$ cat config.mk
export PLATFORM = sky130hd
export DESIGN_NAME = dma_irq_bank
export DESIGN_NICKNAME = d
export VERILOG_FILES = /design/src/rtl/dma_irq_pkg.sv /design/src/rtl/dma_irq_decode.sv /design/src/rtl/dma_irq_cell.sv /design/src/rtl/dma_irq_rdmux.sv /design/src/rtl/dma_irq_bank.sv
export SDC_FILE = /design/constraint.sdc
export NUM_CORES = 1
export LEC_CHECK = 0
export BUFFER_PORTS_ARGS = -buffer_cell sky130_fd_sc_hd__buf_4
export CORE_ASPECT_RATIO = 0.5
export CORE_UTILIZATION = 58
export DETAILED_ROUTE_END_ITERATION = 12
export GPL_ROUTABILITY_DRIVEN = 0
export GPL_TIMING_DRIVEN = 0
export PLACE_DENSITY = 0.85
export SYNTH_ARGS = -nofsm -noshare
export SYNTH_HDL_FRONTEND = slang
export SYNTH_HIERARCHICAL = 1
export SYNTH_SLANG_ARGS = --single-unit
$ cat constraint.sdc
create_clock -name clk -period 8.1 [get_ports clk]
set_input_delay 1.215 -clock clk [delete_from_list [all_inputs] [get_ports clk]]
set_output_delay 1.215 -clock clk [all_outputs]
set_load 0.02 [all_outputs]
$ cat src/rtl/dma_irq_pkg.sv
// Shared constants and types for the DMA interrupt enable/pending bank.
// Assumes byte addressing with 32-bit registers and at most two words per bank.
package dma_irq_pkg;
    localparam int FIELD_W     = 4;   // bits reserved per channel
    localparam int EVT_W       = 3;   // implemented event bits per channel
    localparam int WORD_W      = 32;
    localparam int CH_PER_WORD = WORD_W / FIELD_W;
    localparam int MAX_WORDS   = 2;
    localparam int EN_WIDX     = 0;   // word index (byte address / 4) of first enable word
    localparam int ST_WIDX     = 4;   // word index of first pending word

    // Event bit order inside a field: [0] half, [1] descriptor, [2] list
    typedef logic [EVT_W-1:0] evt_t;

    typedef enum logic [1:0] {
        SEL_NONE = 2'd0,
        SEL_EN   = 2'd1,
        SEL_ST   = 2'd2
    } sel_e;
endpackage

$ cat src/rtl/dma_irq_decode.sv
// Address decoder: maps a byte address to a bank (enable, pending or none)
// and a word index inside the bank. Assumes ADDR_W >= 5; bits [1:0] ignored.
module dma_irq_decode
    import dma_irq_pkg::*;
#(
    parameter int ADDR_W = 8
) (
    input  logic [ADDR_W-1:0] addr,
    output sel_e              sel,
    output logic              word
);
    localparam int IDX_W = ADDR_W - 2;

    logic [IDX_W-1:0] widx;
    logic             unused_lo;

    assign widx      = addr[ADDR_W-1:2];
    assign unused_lo = ^addr[1:0];

    // Purpose: classify the word index into a bank and a word within it
    always_comb begin
        sel  = SEL_NONE;
        word = widx[0];
        if (widx == IDX_W'(EN_WIDX) || widx == IDX_W'(EN_WIDX + 1)) begin
            sel = SEL_EN;
        end else if (widx == IDX_W'(ST_WIDX) || widx == IDX_W'(ST_WIDX + 1)) begin
            sel = SEL_ST;
        end
    end
endmodule

$ cat src/rtl/dma_irq_cell.sv
// One channel's enable and pending state. Pending bits set on an event
// when the stored enable is 1 and clear on a write-one; set wins over clear.
module dma_irq_cell
    import dma_irq_pkg::*;
(
    input  logic clk,
    input  logic rst_n,
    input  evt_t ev,
    input  logic en_we,
    input  evt_t en_wdata,
    input  logic st_we,
    input  evt_t st_wdata,
    output evt_t en_q,
    output evt_t pend_q
);
    evt_t clr_mask;

    assign clr_mask = st_we ? st_wdata : '0;

    // Purpose: hold the channel's enable bits, replaced on an enable write
    always_ff @(posedge clk) begin
        if (!rst_n) begin
            en_q <= '0;
        end else if (en_we) begin
            en_q <= en_wdata;
        end
    end

    // Purpose: latch enabled events and apply write-one-to-clear
    always_ff @(posedge clk) begin
        if (!rst_n) begin
            pend_q <= '0;
        end else begin
            pend_q <= (pend_q & ~clr_mask) | (ev & en_q);
        end
    end
endmodule

$ cat src/rtl/dma_irq_rdmux.sv
// Assembles the register words from the per-channel state and returns the
// addressed word through a register loaded only on a read strobe.
// Assumes NUM_CH <= MAX_WORDS * CH_PER_WORD.
module dma_irq_rdmux
    import dma_irq_pkg::*;
#(
    parameter int NUM_CH = 16
) (
    input  logic                         clk,
    input  logic                         rst_n,
    input  logic                         rd_en,
    input  sel_e                         sel,
    input  logic                         word,
    input  logic [NUM_CH-1:0][EVT_W-1:0] en_vec,
    input  logic [NUM_CH-1:0][EVT_W-1:0] pend_vec,
    output logic [WORD_W-1:0]            rdata
);
    logic [MAX_WORDS-1:0][WORD_W-1:0] en_word;
    logic [MAX_WORDS-1:0][WORD_W-1:0] st_word;
    logic [WORD_W-1:0]                rd_mux;

    for (genvar w = 0; w < MAX_WORDS; w++) begin : g_word
        for (genvar l = 0; l < CH_PER_WORD; l++) begin : g_lane
            localparam int CH = w * CH_PER_WORD + l;
            if (CH < NUM_CH) begin : g_impl
                assign en_word[w][l*FIELD_W +: FIELD_W] = {1'b0, en_vec[CH]};
                assign st_word[w][l*FIELD_W +: FIELD_W] = {1'b0, pend_vec[CH]};
            end else begin : g_absent
                assign en_word[w][l*FIELD_W +: FIELD_W] = '0;
                assign st_word[w][l*FIELD_W +: FIELD_W] = '0;
            end
        end
    end

    // Purpose: select the addressed word, zero for undecoded addresses
    always_comb begin
        case (sel)
            SEL_EN:  rd_mux = en_word[word];
            SEL_ST:  rd_mux = st_word[word];
            default: rd_mux = '0;
        endcase
    end

    // Purpose: register read data on a read strobe, hold otherwise
    always_ff @(posedge clk) begin
        if (!rst_n) begin
            rdata <= '0;
        end else if (rd_en) begin
            rdata <= rd_mux;
        end
    end
endmodule

$ cat src/rtl/dma_irq_bank.sv
// Interrupt enable/pending bank for up to 16 DMA channels. Each channel
// has a 4-bit field (half, descriptor, list, spare); eight fields per word.
// Enable words at 0x00/0x04, pending words at 0x10/0x14, write-one-to-clear.
// irq_o is the registered OR of all pending bits.
module dma_irq_bank
    import dma_irq_pkg::*;
#(
    parameter int NUM_CH = 16,
    parameter int ADDR_W = 8
) (
    input  logic              clk,
    input  logic              rst_n,
    input  logic [NUM_CH-1:0] ev_half,
    input  logic [NUM_CH-1:0] ev_desc,
    input  logic [NUM_CH-1:0] ev_list,
    input  logic [ADDR_W-1:0] reg_addr,
    input  logic              reg_we,
    input  logic [WORD_W-1:0] reg_wdata,
    input  logic              reg_re,
    output logic [WORD_W-1:0] reg_rdata,
    output logic              irq_o
);
    sel_e                         sel;
    logic                         word;
    logic [NUM_CH-1:0][EVT_W-1:0] en_vec;
    logic [NUM_CH-1:0][EVT_W-1:0] pend_vec;
    logic                         unused_wdata;

    assign unused_wdata = ^reg_wdata;

    dma_irq_decode #(.ADDR_W(ADDR_W)) dec_i (
        .addr (reg_addr),
        .sel  (sel),
        .word (word)
    );

    for (genvar c = 0; c < NUM_CH; c++) begin : g_ch
        localparam int W    = c / CH_PER_WORD;
        localparam int LANE = c % CH_PER_WORD;

        logic hit;
        assign hit = (word == 1'(W));

        dma_irq_cell cell_i (
            .clk      (clk),
            .rst_n    (rst_n),
            .ev       ({ev_list[c], ev_desc[c], ev_half[c]}),
            .en_we    (reg_we && sel == SEL_EN && hit),
            .en_wdata (reg_wdata[LANE*FIELD_W +: EVT_W]),
            .st_we    (reg_we && sel == SEL_ST && hit),
            .st_wdata (reg_wdata[LANE*FIELD_W +: EVT_W]),
            .en_q     (en_vec[c]),
            .pend_q   (pend_vec[c])
        );
    end

    dma_irq_rdmux #(.NUM_CH(NUM_CH)) rd_i (
        .clk      (clk),
        .rst_n    (rst_n),
        .rd_en    (reg_re),
        .sel      (sel),
        .word     (word),
        .en_vec   (en_vec),
        .pend_vec (pend_vec),
        .rdata    (reg_rdata)
    );

    // Purpose: register the combined interrupt from all pending bits
    always_ff @(posedge clk) begin
        if (!rst_n) begin
            irq_o <= 1'b0;
        end else begin
            irq_o <= |pend_vec;
        end
    end
endmodule

==> metrics.md <==
| Metric | Value |
|---|---|
| Clk pin slew, worst setup/hold paths | `60 ps` |
| Final hold viol count | `0` |
| Crit-path leading delay family | `simple AND/OR/NAND/NOR gates` |
| Total Routed Length | `14200 um` |
| Residual DRC | `0` |
| Row cnt | `24` |
| Longest Clk Path Bufs | `2` |
| Skew-Pair Late Insertion Delay | `410 ps` |
| Final count of negative-setup-slack endpoints | `0` |
| Worst Path Max Fanout | `10` |
| Crit share post-route | `0.409` |
| Synthesis-to-finish area growth | `31.8%` |
| Slowest CP cell | `or4_4` |
| R2R Setup Slk | `6670 ps` |
| DRT iter0 DRCs | `419` |
| Pwr/cell area | `212 mW/mm^2` |
| Pint | `1170 uW` |
| Worst Skew | `8.01 ps` |
| CTS root buf | `clkbuf_16` |
| Starting Density | `0.604` |
| Crit. End Element | `flip-flop` |
| Worst path cell trace | `buf_4 > or4_4 > nor2_1 > inv_1 > ha_1 > nand4b_1 > buf_2 > o22ai_1 > a21o_1` |
| Comb pwr share | `0.056` |
| Net Sw Frac | `0.212` |
| CTS tree | `built` |
| Critical Path Start Type | `input port` |
| Reg power frac | `0.403` |
| H-tree depth | `4` |
| Commonest non-fill, non-tap cell in the layout | `dfxtp_1` |
| Fmax | `0.302 GHz` |
| Part of the power in the clock network | `0.541` |
| Post-CTS Setup Bufs | `0` |
| Worst hold slack | `451 ps` |
| Fin Setup TNS | `0 ps` |
| Pin count of the biggest net entering global routing | `149` |
| Mapped Area | `0.00531 mm^2` |
| Antenna viol nets, final | `0` |
| Multi-input gate area | `0.00276 mm^2` |
| Crit path arrival time | `3660 ps` |
| FF+latch count, synth | `121` |
| Synth warn | `6` |
| Final critical-path required period | `3310 ps` |
| Wirelength per Cell | `18.1 um` |
| Leakage | `0.00309 uW` |
| Seq/Total Area, Yosys | `0.456` |
| Total clock buffers created by CTS | `17` |
| Outcome | `finished clean` |
| Pins Over Slew Limit | `0` |
| Grt ovf | `0` |
| Slew HR | `0.203` |
| Synth cell types | `25` |
| Avg Synthesized Cell Area | `10.3 um^2` |
| Worst Tran Pin Value | `1200 ps` |
| CTS sink count | `121` |
| Dominant cell type by area after synthesis | `dfxtp_1` |
| Unrepaired setup endpoints after global routing | `false` |
| # diodes | `0` |
| Mapped Cells | `515` |
| Detailed Place HPWL | `9100 um` |
| Initial antenna violation count | `0` |
| GRT Total Usage | `0.315` |
| Crit path kind | `input port to flip-flop` |
| Cts hold-fix bufs | `0` |
| First-pass DRT Iterations | `7` |
| Layout Cell Area excl Fill | `0.00700 mm^2` |
| I/O Buffers | `105` |
| Vias in the first global route | `4456` |
| Number of fill cells | `561` |
| Vias | `4626` |
| Commonest cells after routing, fill and taps aside | `dfxtp_1, buf_4, mux2i_1, nand2_1, nor2b_1` |
| Core area | `0.00880 mm^2` |
| Share of layout cells above drive strength 1 | `0.249` |
| Final nets | `744` |
| # IOs | `125` |
| Net load switching power | `314 uW` |
| Worst hold path type | `flip-flop to flip-flop` |
| CTS resizes | `0` |
| Chip Width | `137 um` |
| Share of the synthesized area in the top cell type | `0.456` |
| Crit path buffers/inverters | `3` |
| Req. time, crit path | `8450 ps` |
| Cell Area, Placed | `0.00637 mm^2` |
| First-pass GRT wire length | `22700 um` |
| Max-Cap Viols | `0` |
| Die area | `0.00957 mm^2` |
| Synth area leaders | `dfxtp_1, mux2i_1, a31o_1` |
| CP max stage delay | `530 ps` |
| Seq. cell area | `0.00242 mm^2` |
| Via density | `5.93` |
| Worst VDD drop | `0.172 mV` |
| Die Y | `69.7 um` |
path summary, 6_finish.rpt:
| path | from | depth (start not counted) | to |
|---|---|---|---|
| setup reg to reg | g_ch[12].cell_i/pend_q[1] | 3 | irq_o |
| setup / recovery | reg_addr[3] | 9 | rd_i/rdata[10] |
| hold / removal | rd_i/rdata[0] | 1 | rd_i/rdata[0] |
| hold reg to reg | rd_i/rdata[0] | 1 | rd_i/rdata[0] |
worst register-to-register path, cell delays in order (launching register included):
cell	delay [ps]
dfxtp_1	320
nor4_1	550
nand4_1	180
o31a_1	270
power groups by stage:
stage | logic [uW] | registers (uW) | clock network (uW)
finish | 83.4 | 599 | 803
global route | 88.7 | 599 | 841
CTS | 82.7 | 599 | 809
detailed placement | 82.2 | 611 | 0
global placement | 81.0 | 611 | 0
floorplan | 31.0 | 611 | 0
synth_stat cells:
library cell,instances
a21o_1,24
nand4b_1,2
or4_4,1
nand2b_1,3
a31o_1,48
clkbuf_4,1
ha_1,2
dfxtp_1,121
o31a_1,1
mux2i_1,96
nor4_1,11
inv_1,3
nor2_1,6
and3_1,48
buf_2,5
clkbuf_1,2
buf_4,10
nand2_1,49
buf_6,3
conb_1,1
nor4_2,1
nand4_1,3
buf_12,1
nor2b_1,49
o22ai_1,24
logic make-up after synthesis:
logic type               count (synthesis)  share of synthesized area
AO/OA/AOI/OAI                           97                      0.143
adder cells (fa/ha/maj)                  2                    0.00471
buffers and inverters                   25                     0.0339
flip-flops                             121                      0.456
multiplexers                            96                      0.181
other                                    1                   0.000706
AND/OR/NAND/NOR                        173                      0.181
area by class of cell:
class                   count  area share
multi-input cells         376       0.394
plain buffers              22      0.0241
inverters                   3     0.00161
well taps                 117      0.0209
flip-flops and latches    121       0.346
clock buffers              21      0.0658
clock inverters            11      0.0243
repair buffers            109       0.124
per-layer routing:
metal  wire (um)  global-route usage  vias to the layer above
met5           0                   0                        -
met4         182               0.114                        0
met3        1280              0.0899                       25
met2        6680               0.496                      245
met1        6010               0.411                     2195
li1            -                   -                     2161
stage by stage:
step,worst slack (ps),total power (uW),util,cells
6_report,4790,1490,0.796,780
5_1_grt,4780,1530,0.796,780
4_1_cts,4900,1490,0.796,780
3_5_place_dp,4540,694,0.724,748
3_3_place_gp,3110,692,0.713,744
2_1_floorplan,4160,642,-,522
flip-flops by register name (all words and copies together) (netlist names):
signal and count:
rd_i/rdata 24, g_ch.cell_i/en_q 48, irq_o 1, g_ch.cell_i/pend_q 48
(Power assumes the default switching activity.)
